File: config.mk
export PLATFORM = sky130hd
export DESIGN_NAME = sysclk_ctrl
export DESIGN_NICKNAME = d
export VERILOG_FILES = /design/src/rtl/sysclk_pkg.sv /design/src/rtl/sysclk_regfile.sv /design/src/rtl/sysclk_stopctl.sv /design/src/rtl/sysclk_seq.sv /design/src/rtl/sysclk_ctrl.sv
export SDC_FILE = /design/constraint.sdc
export NUM_CORES = 1
export LEC_CHECK = 0
export ABC_AREA = 1
export BUFFER_PORTS_ARGS = -buffer_cell sky130_fd_sc_hd__buf_4
export CORE_AREA = 5 5 53 55
export DETAILED_ROUTE_END_ITERATION = 8
export DIE_AREA = 0 0 58 60
export PLACE_DENSITY = 0.74
export SLEW_MARGIN = 5
export SYNTH_ARGS = -nofsm -noshare
export SYNTH_HDL_FRONTEND = slang
export SYNTH_SLANG_ARGS = --single-unit
File: constraint.sdc
create_clock -name clk -period 1.48 [get_ports clk]
set_input_delay 0.148 -clock clk [delete_from_list [all_inputs] [get_ports clk]]
set_output_delay 0.148 -clock clk [all_outputs]
set_load 0.02 [all_outputs]
File: src/rtl/sysclk_pkg.sv
package sysclk_pkg;

  typedef struct packed {
    logic       stop1;
    logic [1:0] div;
    logic       byp;
    logic       istop;
    logic       xstop;
    logic [1:0] cs;
  } sccfg_t;

  localparam logic [1:0] SRC_IRC  = 2'b00;
  localparam logic [1:0] SRC_XTAL = 2'b01;

  // Source codes with bit 1 set are reserved.
  function automatic logic src_legal(input logic [1:0] cs);
    return (cs == SRC_IRC) || (cs == SRC_XTAL);
  endfunction

  // The divider select reaches the clock tree only while the RC clock is the source.
  function automatic logic [1:0] eff_div(input logic [1:0] src, input logic [1:0] div);
    return (src == SRC_IRC) ? div : 2'b00;
  endfunction

  // A write made while the crystal fuse is 0 stores the crystal-off bit as 1.
  function automatic sccfg_t fuse_mask(input sccfg_t c, input logic fuse);
    sccfg_t r;
    r       = c;
    r.xstop = c.xstop | ~fuse;
    return r;
  endfunction

endpackage

File: src/rtl/sysclk_regfile.sv
module sysclk_regfile
  import sysclk_pkg::*;
#(
  parameter int          ADDR_W   = 8,
  parameter logic [ADDR_W-1:0] CFG_ADDR = 8'h8A,
  parameter logic [7:0]  RST_VAL  = 8'h04
) (
  input  logic              clk,
  input  logic              rst_n,
  input  logic              bus_wr,
  input  logic              bus_rd,
  input  logic [ADDR_W-1:0] bus_addr,
  input  logic [7:0]        bus_wdata,
  input  logic              xtal_fuse,
  output logic [7:0]        bus_rdata,
  output logic              wr_hit,
  output sccfg_t            wr_cfg,
  output sccfg_t            pend_cfg
);

  logic   sel;
  sccfg_t view;

  assign sel    = (bus_addr == CFG_ADDR);
  assign wr_hit = bus_wr && sel;
  assign wr_cfg = fuse_mask(sccfg_t'(bus_wdata), xtal_fuse);

  always_ff @(posedge clk or negedge rst_n) begin
    if (!rst_n)       pend_cfg <= sccfg_t'(RST_VAL);
    else if (wr_hit)  pend_cfg <= wr_cfg;
  end

  assign view      = fuse_mask(pend_cfg, xtal_fuse);
  assign bus_rdata = (bus_rd && sel) ? view : 8'h00;

  // a write elsewhere leaves the stored byte alone
  a_r2_foreign_write: assert property (@(posedge clk) disable iff (!rst_n)
    (bus_wr && !sel) |=> $stable(pend_cfg));

  // the crystal-off bit reads back as 1 while the fuse is 0
  a_r7_fuse_readback: assert property (@(posedge clk) disable iff (!rst_n)
    (bus_rd && sel && !xtal_fuse) |-> bus_rdata[2]);

endmodule

File: src/rtl/sysclk_stopctl.sv
module sysclk_stopctl (
  input  logic clk,
  input  logic rst_n,
  input  logic stop_req,
  input  logic stop_full,
  input  logic wake_up,
  input  logic stop1_bit,
  output logic stop_active,
  output logic stop1_sel,
  output logic wake_ev
);

  assign wake_ev = wake_up && stop_active;

  always_ff @(posedge clk or negedge rst_n) begin
    if (!rst_n) begin
      stop_active <= 1'b0;
      stop1_sel   <= 1'b0;
    end else if (stop_req && !stop_active) begin
      stop_active <= 1'b1;
      stop1_sel   <= stop_full && stop1_bit;
    end else if (wake_ev) begin
      stop_active <= 1'b0;
      stop1_sel   <= 1'b0;
    end
  end

  // a wake-up without a stop in progress is ignored
  a_r11_stray_wake: assert property (@(posedge clk) disable iff (!rst_n)
    (wake_up && !stop_active && !stop_req) |=> !stop_active);

  // the stop type is only reported during a stop
  a_r10_type_in_stop: assert property (@(posedge clk) disable iff (!rst_n)
    stop1_sel |-> stop_active);

endmodule

File: src/rtl/sysclk_seq.sv
module sysclk_seq
  import sysclk_pkg::*;
(
  input  logic       clk,
  input  logic       rst_n,
  input  logic       wr_hit,
  input  sccfg_t     wr_cfg,
  input  sccfg_t     pend_cfg,
  input  logic       wake_ev,
  input  logic       xtal_fuse,
  output logic [1:0] clk_src,
  output logic [1:0] div_sel,
  output logic       irc_en,
  output logic       xtal_en,
  output logic       switch_pulse
);

  logic       sw_load, hw_load, load_ev;
  sccfg_t     src_cfg;
  logic [1:0] act_cs, act_div, nxt_cs, nxt_div;
  logic       act_istop, act_xstop;

  assign sw_load = wr_hit && wr_cfg.byp;
  assign hw_load = wake_ev && !pend_cfg.byp;
  assign load_ev = sw_load || hw_load;
  assign src_cfg = sw_load ? wr_cfg : pend_cfg;

  always_comb begin
    nxt_cs  = act_cs;
    nxt_div = act_div;
    if (load_ev) begin
      if (src_legal(src_cfg.cs)) nxt_cs = src_cfg.cs;
      nxt_div = src_cfg.div;
    end
  end

  always_ff @(posedge clk or negedge rst_n) begin
    if (!rst_n) begin
      act_cs       <= SRC_IRC;
      act_div      <= 2'b00;
      act_istop    <= 1'b0;
      act_xstop    <= 1'b1;
      switch_pulse <= 1'b0;
    end else begin
      act_cs       <= nxt_cs;
      act_div      <= nxt_div;
      switch_pulse <= (nxt_cs != act_cs) ||
                      (eff_div(nxt_cs, nxt_div) != eff_div(act_cs, act_div));
      if (load_ev) begin
        act_istop <= src_cfg.istop;
        act_xstop <= src_cfg.xstop;
      end
    end
  end

  assign clk_src = act_cs;
  assign div_sel = eff_div(act_cs, act_div);
  assign irc_en  = ~act_istop;
  assign xtal_en = ~act_xstop & xtal_fuse;

  // without a load event the active source holds
  a_r3_hold_without_load: assert property (@(posedge clk) disable iff (!rst_n)
    !load_ev |=> $stable(act_cs));

  // a reserved source code never becomes active
  a_r8_reserved_kept: assert property (@(posedge clk) disable iff (!rst_n)
    (load_ev && src_cfg.cs[1]) |=> $stable(act_cs));

  // a pulse always follows a real change of source or divider
  a_r9_pulse_has_cause: assert property (@(posedge clk) disable iff (!rst_n)
    switch_pulse |-> (clk_src != $past(clk_src)) || (div_sel != $past(div_sel)));

  // the crystal stays off while its fuse is 0
  a_r7_fuse_blocks_xtal: assert property (@(posedge clk) disable iff (!rst_n)
    !xtal_fuse |-> !xtal_en);

endmodule

File: src/rtl/sysclk_ctrl.sv
module sysclk_ctrl
  import sysclk_pkg::*;
#(
  parameter int                ADDR_W   = 8,
  parameter logic [ADDR_W-1:0] CFG_ADDR = 8'h8A,
  parameter logic [7:0]        RST_VAL  = 8'h04
) (
  input  logic              clk,
  input  logic              rst_n,
  input  logic              bus_wr,
  input  logic              bus_rd,
  input  logic [ADDR_W-1:0] bus_addr,
  input  logic [7:0]        bus_wdata,
  output logic [7:0]        bus_rdata,
  input  logic              stop_req,
  input  logic              stop_full,
  input  logic              wake_up,
  input  logic              xtal_fuse,
  output logic              irc_en,
  output logic              xtal_en,
  output logic [1:0]        clk_src,
  output logic [1:0]        div_sel,
  output logic              stop_active,
  output logic              stop1_sel,
  output logic              switch_pulse
);

  logic   wr_hit, wake_ev;
  sccfg_t wr_cfg, pend_cfg;

  sysclk_regfile #(.ADDR_W(ADDR_W), .CFG_ADDR(CFG_ADDR), .RST_VAL(RST_VAL)) u_regs (
    .clk(clk), .rst_n(rst_n), .bus_wr(bus_wr), .bus_rd(bus_rd),
    .bus_addr(bus_addr), .bus_wdata(bus_wdata), .xtal_fuse(xtal_fuse),
    .bus_rdata(bus_rdata), .wr_hit(wr_hit), .wr_cfg(wr_cfg), .pend_cfg(pend_cfg)
  );

  sysclk_stopctl u_stop (
    .clk(clk), .rst_n(rst_n), .stop_req(stop_req), .stop_full(stop_full),
    .wake_up(wake_up), .stop1_bit(pend_cfg.stop1),
    .stop_active(stop_active), .stop1_sel(stop1_sel), .wake_ev(wake_ev)
  );

  sysclk_seq u_seq (
    .clk(clk), .rst_n(rst_n), .wr_hit(wr_hit), .wr_cfg(wr_cfg),
    .pend_cfg(pend_cfg), .wake_ev(wake_ev), .xtal_fuse(xtal_fuse),
    .clk_src(clk_src), .div_sel(div_sel), .irc_en(irc_en),
    .xtal_en(xtal_en), .switch_pulse(switch_pulse)
  );

  // a write that clears the bypass bit leaves the active source alone
  a_r12_clear_bypass_holds: assert property (@(posedge clk) disable iff (!rst_n)
    (wr_hit && !bus_wdata[4] && !wake_ev) |=> $stable(clk_src));

endmodule

Word level (Yosys, flattened, before mapping)
Cells that the tools add are included.

storage, ports and cells
  input port bits = 24
  bits in registers = 17
  output and inout port bits = 17

cells by class
  reduce and logical (&&, ||, !) cells = 16
  equality and inequality tests = 4
  muxes and demuxes = 10
  bitwise gates (word level) = 6

operators with widths
  cell                                                 count
  2-to-1 mux 2 bit                                     5
  equality test 8 bit, second input constant           1
  2-to-1 mux 8 bit                                     1
  logical AND 1 bit                                    7
  2-to-1 mux 7 bit                                     1
  zero test 2 bit                                      3
  != test 2 bit                                        2
  logical OR 1 bit                                     3
  2-to-1 mux 1 bit                                     3
  NOT 1 bit                                            3
  equality test 2 x 1 -> 1 bit, second input constant  1
  zero test 1 bit                                      2
  bitwise OR 1 bit                                     2
  nonzero test 2 bit                                   1
  bitwise AND 1 bit                                    1

Longest topological paths before layout
Gate-level depths: netlist (run 1).

  word-level depth = 12
  mapped depth = 14

Modules after synthesis
Synthesis (run 1) repeated with hierarchy kept, for this count alone.

second synthesis, totals
  cell total of the unflattened synthesis = 156
  area total of the unflattened synthesis = 1,163.6 um^2

by module, submodules not included
  module          sequential area each (um^2)  cells an instance  times used  area each (um^2)
  sysclk_regfile  201.4                        72                 1           580.6
  sysclk_seq      176.4                        74                 1           498.0
  sysclk_stopctl  50.0                         10                 1           85.1

Least setup slack after synthesis (run 1)
No wires, ideal clock.

  kind = register to register
  start = register u_seq.act_cs[0], in the netlist u_seq.clk_src[0]
  end = register u_seq.switch_pulse
  path slack = -0.044 ns
  stages on the path, launching flop included = 5
  arrival = 1.406 ns
  required time = 1.361 ns
  library setup time = 0.119 ns
  cell sequence = dfrtp_1 -> nor3b_1 -> nor2_1 -> nor2_1 -> nand2_1

on the way
  elaborated cells on any way between the ends = 9

RTL lines
  item                    line               source
  from (decl)             sysclk_seq.sv:20   logic [1:0] act_cs, act_div, nxt_cs, nxt_div;
  from (signal assigned)  sysclk_seq.sv:45   act_cs <= nxt_cs;
  zero test 2 bit         n/a
  2-to-1 mux 2 bit        n/a
  net div_sel[1]          sysclk_ctrl.sv:22  output logic [1:0] div_sel,
  != test 2 bit           sysclk_seq.sv:48   (eff_div(nxt_cs, nxt_div) != eff_div(act_cs, act_div));
  logical OR 1 bit        sysclk_seq.sv:47   switch_pulse <= (nxt_cs != act_cs) ||
  to (signal assigned)    sysclk_seq.sv:47
  to (decl)               sysclk_seq.sv:15   output logic switch_pulse

The timed path passes the listed nets, and every way through them passes these cells.
A chain may end at the register's enable or synchronous reset.

Final worst setup path (run 1)
  start = register u_regs.pend_cfg[4] (netlist name)
  end = register u_seq.switch_pulse

on the way
  cells in the longest elaborated chain, start to end = 8
  elaborated cells on any way between the ends = 10

ends and longest elaborated chain
  item                   line              source
  zero test 1 bit (*)    sysclk_seq.sv:24  assign hw_load = wake_ev && !pend_cfg.byp;
  logical AND 1 bit (*)  sysclk_seq.sv:24
  logical OR 1 bit (*)   sysclk_seq.sv:25  assign load_ev = sw_load || hw_load;
  2-to-1 mux 2 bit       sysclk_seq.sv:31  if (load_ev) begin
  zero test 2 bit        sysclk_pkg.sv:22  return (src == SRC_IRC) ? div : 2'b00;
  2-to-1 mux 2 bit       sysclk_pkg.sv:22
  != test 2 bit          sysclk_seq.sv:48
  logical OR 1 bit (*)   sysclk_seq.sv:47

Every way passes the cells marked *; elsewhere a longest branch is shown, timed or not.

==> key figures, run 1 <==
Power and ir drop
  – LEAKAGE: between 0.7 and 0.8 nW
  – P per Cell Area: a little over 900 nW/µm²
  – Total power: around 1.3 mW
  – Peak supply drop: ~0.46 mV

GRT
  – First-pass GRT wire length: approximately 4.4 mm
  – Largest net degree at the start of global routing: 18
  – Total global routing overflow: 0
  – Initial antenna violation count: 0
  – Vias in the first global route: ~1100
  – All-Layer GR Usage: between 10% and 20%

Synthesis
  – Simple-Gate Fraction of Synth Area: ~40%
  – Number of synthesis warnings: 0
  – Area contributors post-synth: dfrtp_1 (38%), nand2_1 (10%), inv_1 (8.0%), nand3_2 (7.1%), nor2_1 (6.5%)
  – Largest area contributor in the netlist: dfrtp_1
  – Syn Nets: 150
  – Mux contribution to synthesized area: 0%
  – Syn Area/Cell: 7.82 µm²
  – Largest family of logic cells by synthesized area: simple AND/OR/NAND/NOR gates
  – Synthesized cell area: ~980 µm²
  – Post-synth top area share: between 30% and 40%
  – Yosys cell types: 22
  – Register area share after synthesis: between 40% and 50%
  – Xor and xnor area share after synthesis: 0%
  – Synthesized flop and latch total: 17
  – Compound-gate portion of the synthesized area: under 10%
  – Post-Synth Adder-Cell Area: 0%
  – Mapped Cells: 126

Placement
  – Place WS: -0.0153 ns
  – Placed cell count: approximately 200
  – Post-DP HPWL: 1.95 mm
  – Routability-driven placement congestion ratio: 0.825
  – IO Port Bufs: 40

Detailed routing
  – Starting DRT DRC Count: 22
  – Vias: ~1000
  – DRC Markers: 0
  – Total wire length: ~2.5 mm
  – Final ANT Viol Nets: 0
  – Number of detailed-route iterations in the first pass: 4
  – WL per Instance: between 10 and 15 µm
  – Vias per inst: 4.91

Job
  – Max_cap viols: 0

Worst setup path
  – CP Capture Type: flip-flop
  – Maximum fanout along the worst path: 7
  – CP arrival: between 1.5 and 2 ns
  – Required time worst endpoint: 1.67 ns
  – Setup crit start kind: flip-flop
  – Critical path class: reg -> reg

Floorplan
  – Die width: 58 µm
  – Row cnt: 18
  – Area of the core: 2340 µm²
  – Die ar.: about 3500 µm²
  – Boundary Pins: just over 40
  – Initial Util: ~42%
  – Die height: ~60 µm

Finish
  – Antenna diodes: 0
  – Share of layout cells above drive strength 1: around 40%
  – Core Util, Final: between 50% and 60%
  – Area delta synth->final: 41.3%
  – Non-Filler Instances: 203
  – Nets@finish: between 150 and 200

Timing
  – Final Hold Viols: 0
  – RSZ-0062 raised after global routing: true
  – Tightest Pin Transition: 0.439 ns
  – Fin crit share: between 90% and 100%
  – Worst setup margin: 0.0531 ns
  – Slew margin rel.: a little over two thirds
  – Tmin final: roughly 1.4 ns
  – Max frequency: 0.701 GHz
  – Final setup vio count: 0
  – Fin. max-slew vios: 0
  – Clk_skew: between 0.004 and 0.005 ns

CTS
  – Clk Latency, worst-skew pair: 0.29 ns
  – CTS tree: done
  – Total CTS buffers: 3
  – Clock slew at reported path FFs: roughly 0.1 ns
  – Clk buf depth: 2
  – Clk root buf: clkbuf_4
  – Clk sinks: 17
  – H-tree level count: 1

Status
  – Status: finished clean

Hold path
  – Hold WC Path Type: in -> reg
sequential cells by signal (all words and copies together) (netlist names):
signal              cells
u_seq.act_xstop         1
u_seq.clk_src           2
u_seq.act_istop         1
u_regs.pend_cfg         8
u_seq.switch_pulse      1
u_stop.stop1_sel        1
u_seq.act_div           2
u_stop.stop_active      1
repair_timing:
item,in CTS,in global routing
endpoints found under the hold margin,17,0
pin swaps,0,1
setup buffers,1,2
setup endpoints to repair,1,1
hold buffers,1,0
resized for setup,1,3
cloned,0,0
cells in the mapped netlist, drive strengths merged:
cell	number
a32o	1
nor2	20
clkbuf	1
a21oi	4
nand4	4
inv	22
nand3b	1
nor3b	1
buf	1
nand3	15
dfrtp	15
o211ai	1
dfstp	2
clkinv	1
o21ai	7
nand2	30
layout make-up:
type                            instances  area [µm²]
Multi-Input combinational cell         84         473
Clock buffer                            4        26.3
Fill cell                             235         951
Inverter                               23        86.3
Tap cell                               30        37.5
Sequential cell                        17         428
Timing Repair Buffer                   45         340
layer usage:
metal	global-route usage (%)	part of all wire (%)	up-vias
met5	0	0	-
met2	30.8	55	33
met4	7.62	1.3	0
met3	2.81	5.9	4
li1	-	-	492
met1	17.9	37	468
worst max-delay path, stage by stage, from the launching register on:
cell,delay [ns]
dfrtp_1,0.40
inv_2,0.08
nand3_4,0.11
nor2_4,0.10
nand2_2,0.07
nand2_2,0.08
nand2_2,0.05
nand2_2,0.10
nand3_2,0.08
nand2_1,0.08
nand2_1,0.05
nor2_1,0.08
nand2_1,0.05
worst paths after layout:
path | start | to | slack, ns | cells after the start
max | u_regs.pend_cfg[4]$_DFFE_PN0N_ | u_seq.switch_pulse$_DFF_PN0_ | 0.05 | 12
max in group asynchronous | rst_n | u_seq.act_xstop$_DFFE_PN1N_ | 0.96 | 2
min | wake_up | u_stop.stop_active$_DFFE_PN0P_ | 0.09 | 2
max reg2reg | u_regs.pend_cfg[4]$_DFFE_PN0N_ | u_seq.switch_pulse$_DFF_PN0_ | 0.05 | 12
min in group asynchronous | rst_n | u_seq.switch_pulse$_DFF_PN0_ | 0.25 | 2
min reg2reg | u_regs.pend_cfg[0]$_DFFE_PN0N_ | u_regs.pend_cfg[0]$_DFFE_PN0N_ | 0.50 | 2
through the flow:
step           hold WS [ns]  setup TNS, ns  area [µm²]
4_1_cts              0.0842              0        1370
2_1_floorplan        -0.148              0         990
6_report             0.0881              0        1390
5_1_grt              0.0738         -0.117        1390
3_3_place_gp         0.0248              0        1320
3_5_place_dp         0.0285        -0.0153        1320
cell families after synthesis:
| family | after synthesis |
|---|---|
| AO/OA/AOI/OAI | 13 |
| buffers and inverters | 25 |
| flip-flops | 17 |
| AND/OR/NAND/NOR | 71 |
power breakdown:
| part | switching [mW] | internal [mW] |
|---|---|---|
| logic | 0.245 | 0.209 |
| clock network | 0.147 | 0.105 |
| registers | 0.0424 | 0.526 |
cells in the final DEF (no fill, tap or decap), drive strengths merged:
cell and count:
o211ai 1, nor3b 1, nand4 4, buf 44, dfrtp 15, dlygate4sd3 1, nand2 30, nand3 15
dfstp 2, clkbuf 4, clkinv 1, a21oi 4, nor2 20, inv 22, o21ai 7, nand3b 1
a32o 1
(Power assumes the default switching activity.)
==> run 2, diff against run 1 <==
CORE_AREA = 2 2 50 52   (was 5 5 53 55)
DIE_AREA = 0 0 52 54   (was 0 0 58 60)
PLACE_DENSITY = 0.83   (was 0.74)
RECOVER_POWER = 25   (was unset)
==> key figures, run 2 (synthesis gave the netlist of run 1 again) <==
Status
  – Status: finished clean

CTS
  – Clk Latency, worst-skew pair: ~0.30 ns
  – Clk root buf: clkbuf_4
  – Total CTS buffers: 3
  – CTS tree: done
  – H-tree level count: 1
  – Clk sinks: 17
  – Clk buf depth: 2
  – Clock slew at reported path FFs: approximately 0.1 ns

Finish
  – Fin area: 1420 µm²
  – Area delta synth->final: 44.2%
  – Antenna diodes: 0
  – Commonest non-fill, non-tap cell in the layout: buf_4
  – Reg with most FFs: u_regs.pend_cfg
  – Share of layout cells above drive strength 1: 40.0%
  – Most frequent cells in the layout: buf_4 (44), nand2_1 (25), inv_1 (21)
  – Max reg flops: 8
  – Non-Filler Instances: between 200 and 250
  – Nets@finish: 200

GRT
  – All-Layer GR Usage: roughly 19%
  – First-pass GRT wire length: approximately 3.7 mm
  – Largest net degree at the start of global routing: 18
  – Total global routing overflow: 0
  – Initial antenna violation count: 0
  – Vias in the first global route: 929

Floorplan
  – Area of the core: roughly 2300 µm²
  – Die width: 52 µm
  – Die height: 54 µm
  – Initial Util: 42.4%
  – Die ar.: around 2800 µm²
  – Boundary Pins: 41
  – Row cnt: 18

Detailed routing
  – Number of detailed-route iterations in the first pass: 4
  – Starting DRT DRC Count: 14
  – Vias per inst: 4.89
  – Total wire length: approximately 2.4 mm
  – WL per Instance: 11.7 µm
  – Final ANT Viol Nets: 0
  – DRC Markers: 0
  – Vias: approximately 1000

Timing
  – Clk_skew: a little under 0.007 ns
  – Worst setup margin: ~0.007 ns
  – RSZ-0062 raised after global routing: true
  – Tightest Pin Transition: between 0.9 and 1 ns
  – Fin crit share: around 100%
  – Fin. max-slew vios: 0
  – Slew margin rel.: 39.6%
  – Tmin final: approximately 1.5 ns
  – Final Hold Viols: 0
  – Setup TNS: 0 ns
  – Max frequency: 0.679 GHz
  – Final setup vio count: 0

Worst setup path
  – CP Capture Type: flip-flop
  – Critical path's top delay family: simple AND/OR/NAND/NOR gates
  – Maximum fanout along the worst path: 5
  – Cell Chain, Critical Path: inv_2, nand3_4, nor2_4, nand2_2, nand2_2, nand2_2, nand2_4, nand3_2, nand2_1, nand2_1, nor2_1, nand2_1
  – WP depth: 12
  – CP arrival: around 1.7 ns
  – Worst path slowest cell: dfrtp_1
  – Slowest stage delay, CP: about 0.4 ns
  – Setup crit start kind: flip-flop
  – Crit path buffers/inverters: 1
  – Critical path class: reg -> reg
  – Worst Reg-to-Reg Cells: 12
  – Required time worst endpoint: between 1.5 and 2 ns

Hold path
  – WHS Path Cells: 2
  – Hold WC Path Type: in -> reg

Placement
  – Placed cell count: about 200
  – Post-DP HPWL: between 1.5 and 2 mm
  – Place WS: -0.0428 ns
  – Placed Area: 1340 µm²
  – Routability-driven placement congestion ratio: between 0.8 and 0.9
  – IO Port Bufs: 40

Power and ir drop
  – LEAKAGE: approximately 0.75 nW
  – Total power: 1.28 mW
  – P per Cell Area: 899 nW/µm²
  – Peak supply drop: approximately 0.50 mV

Job
  – Max_cap viols: 0
==> run 2: stage by stage <==
stage          hold WS [ns]  util [%]
5_1_grt               0.102      61.2
2_1_floorplan        -0.148         -
6_report             0.0934      61.2
3_3_place_gp         0.0222      57.8
3_5_place_dp         0.0258      57.8
4_1_cts              0.0995      59.3
==> run 2: timing repair <==
action / 4_1_cts / 5_1_grt
hold buffers: 1 / 0
setup buffers: 0 / 4
gates resized for setup: 0 / 5
endpoints found under the hold margin: 17 / 0
endpoints found under the setup margin: 0 / 1
==> run 2: final timing paths <==
path | from | end | slack (ns)
max in group asynchronous | rst_n | u_seq.act_div[1]$_DFF_PN0_ | 0.44
worst max register to register | u_regs.pend_cfg[4]$_DFFE_PN0N_ | u_seq.switch_pulse$_DFF_PN0_ | 0.007
min in group asynchronous | rst_n | u_seq.act_istop$_DFFE_PN0N_ | 0.48
worst max-delay path | u_regs.pend_cfg[4]$_DFFE_PN0N_ | u_seq.switch_pulse$_DFF_PN0_ | 0.007
worst min register to register | u_regs.pend_cfg[2]$_DFFE_PN1N_ | u_regs.pend_cfg[2]$_DFFE_PN1N_ | 0.51
worst min-delay path | wake_up | u_stop.stop_active$_DFFE_PN0P_ | 0.09
==> run 2: layout make-up <==
class,count,area [µm²]
Sequential cell,17,428
Clock buffer,4,26.3
Tap cell,30,37.5
Multi-Input combinational cell,84,478
Inverter,23,86.3
Timing Repair Buffer,47,364
Fill cell,208,900
==> run 2: report_power, final <==
| group | total, mW | leakage, nW | internal, mW | switching (mW) |
|---|---|---|---|---|
| Sequential | 0.571 | 0.201 | 0.526 | 0.0448 |
| Combinational | 0.454 | 0.536 | 0.209 | 0.245 |
| Clock | 0.252 | 0.0150 | 0.105 | 0.147 |
| Total | 1.28 | 0.752 | 0.840 | 0.437 |
==> run 2: worst register-to-register path, delay by kind of cell (launching register included) <==
kind | cells | cell delay [ns]
AND/OR/NAND/NOR | 11 | 0.90
buffers and inverters | 1 | 0.08
flip-flops | 1 | 0.40
==> run 2: routing by layer <==
layer  part of all wire [%]  GRT usage (%)
met1                     40           19.3
met5                      0              0
met2                     52           35.2
met3                    5.1           3.06
met4                    2.7           10.5
==> run 3, diff against run 2 <==
PLACE_DENSITY = 0.84   (was 0.83)
==> key figures, run 3 (synthesis gave the netlist of run 1 again) <==
Status
  – Status: finished clean

Timing
  – RSZ-0062 raised after global routing: true
  – Tmin final: 1.40 ns
  – WHS: around 0.086 ns
  – Tightest Pin Transition: around 0.89 ns
  – Max frequency: ~0.7 GHz
  – Clk_skew: between 0.004 and 0.005 ns
  – Fin crit share: between 90% and 100%
  – Final setup vio count: 0
  – Setup TNS: 0 ns
  – Final Hold Viols: 0
  – Fin. max-slew vios: 0
  – Slew margin rel.: 40.8%

Detailed routing
  – Total wire length: roughly 2.4 mm
  – WL per Instance: roughly 12 µm
  – Number of detailed-route iterations in the first pass: 5
  – Vias: between 1000 and 1500
  – Starting DRT DRC Count: 15
  – DRC Markers: 0
  – Final ANT Viol Nets: 0
  – Vias per inst: around 4.9

Floorplan
  – Die height: 54 µm
  – Boundary Pins: 41
  – Initial Util: 42.4%
  – Row cnt: 18
  – Die width: 52 µm
  – Die ar.: about 2800 µm²
  – Area of the core: roughly 2300 µm²

Finish
  – Most frequent cells in the layout: buf_4 (45), nand2_1 (24), inv_1 (21)
  – Area delta synth->final: 44.0%
  – Max reg flops: 8
  – Antenna diodes: 0
  – Core Util, Final: between 60% and 70%
  – Reg with most FFs: u_regs.pend_cfg
  – Non-Filler Instances: a little over 200
  – Nets@finish: 200
  – Commonest non-fill, non-tap cell in the layout: buf_4
  – Share of layout cells above drive strength 1: 40.6%

Worst setup path
  – Slowest stage delay, CP: ~0.45 ns
  – Cell Chain, Critical Path: nor3b_2, buf_4
  – Setup crit start kind: flip-flop
  – Required time worst endpoint: 1.33 ns
  – CP arrival: around 1.3 ns
  – Worst path slowest cell: dfrtp_1
  – CP Capture Type: output port
  – Critical path class: reg -> out
  – Maximum fanout along the worst path: 5

GRT
  – Grt met1 use: between 20% and 30%
  – Largest net degree at the start of global routing: 18
  – Vias in the first global route: approximately 990
  – All-Layer GR Usage: between 10% and 20%
  – Met3 GRT Util: between 3 and 4%
  – Initial antenna violation count: 0
  – First-pass GRT wire length: approximately 4.0 mm
  – Total global routing overflow: 0
  – Met2 Use GR: a little over a third
  – Top Usage Layer GRT: met2

CTS
  – H-tree level count: 1
  – Clk root buf: clkbuf_4
  – Clk buf depth: 2
  – Total CTS buffers: 3
  – Clock slew at reported path FFs: approximately 0.10 ns
  – CTS tree: done
  – Clk sinks: 17
  – Clk Latency, worst-skew pair: about 0.30 ns

Power and ir drop
  – Clk network pwr share: about 19%
  – Flop pwr share: between 40 and 50%
  – Comb power frac: ~36%
  – LEAKAGE: around 0.75 nW
  – Sw Pwr: 0.450 mW
  – P per Cell Area: 913 nW/µm²
  – Int Pwr: between 0.8 and 0.9 mW
  – Peak supply drop: 0.584 mV
  – Switching share of power: about a third
  – Total power: around 1.3 mW

Placement
  – Placed cell count: slightly below 200
  – Post-DP HPWL: approximately 1.9 mm
  – IO Port Bufs: 40
  – Routability-driven placement congestion ratio: 0.858

Job
  – Max_cap viols: 0

Hold path
  – Hold WC Path Type: in -> reg
[run 3: cell counts in the layout (fill, tap and decap cells not counted)]
Identical to the previous run, type by type.
[run 3: critical path: cells and delay by family (launching register included)]
family | cells | cell delay (ns)
simple gates | 1 | 0.31
flops | 1 | 0.45
buf+inv | 1 | 0.20
[run 3: power groups by stage]
stage	Combinational, mW	Clock, mW	Sequential [mW]
6_report	0.470	0.251	0.573
5_1_grt	0.518	0.277	0.578
4_1_cts	0.435	0.258	0.571
3_5_place_dp	0.430	0	0.579
3_3_place_gp	0.414	0	0.575
2_1_floorplan	0.218	0	0.605
[run 3: per-stage QoR]
| stage | area, µm² | worst slack [ns] |
|---|---|---|
| floorplan | 990 | 0.0409 |
| global placement | 1330 | 0.0504 |
| detailed placement | 1330 | 0.000331 |
| CTS | 1360 | 0.0277 |
| global route | 1420 | -0.0294 |
| finish | 1420 | 0.0791 |
[run 3: layout make-up]
cell class,count,area [µm²]
multi-input combinational,84,488
fill,197,902
timing repair buffer,47,352
tap,30,37.5
clock buffer,4,26.3
sequential,17,428
inverter,23,86.3
[run 3: worst paths after layout]
check                                               startpoint  cells after the start  slack, ns                        endpoint
worst min-delay path                                   wake_up                      2       0.09  u_stop.stop_active$_DFFE_PN0P_
worst min register to register  u_regs.pend_cfg[2]$_DFFE_PN1N_                      2       0.49  u_regs.pend_cfg[2]$_DFFE_PN1N_
min in group asynchronous                                rst_n                      2       0.48  u_regs.pend_cfg[3]$_DFFE_PN0N_
worst max-delay path                u_seq.clk_src[0]$_DFF_PN0_                      2       0.08                      div_sel[1]
max in group asynchronous                                rst_n                      2       0.45  u_regs.pend_cfg[5]$_DFFE_PN0N_
worst max register to register  u_regs.pend_cfg[4]$_DFFE_PN0N_                     12       0.10    u_seq.switch_pulse$_DFF_PN0_
[run 3: per-layer routing]
layer / up-vias / part of all wire, %
met4: 0 / 2.6
li1: 498 / -
met3: 8 / 5.5
met5: - / 0
met1: 463 / 39
met2: 39 / 53
[run 3: repair_timing]
item	4_1_cts	5_1_grt
buffers inserted	0	4
endpoints found under the hold margin	17	0
setup endpoints to repair	0	1
hold buffers	1	0
gates resized for setup	0	7
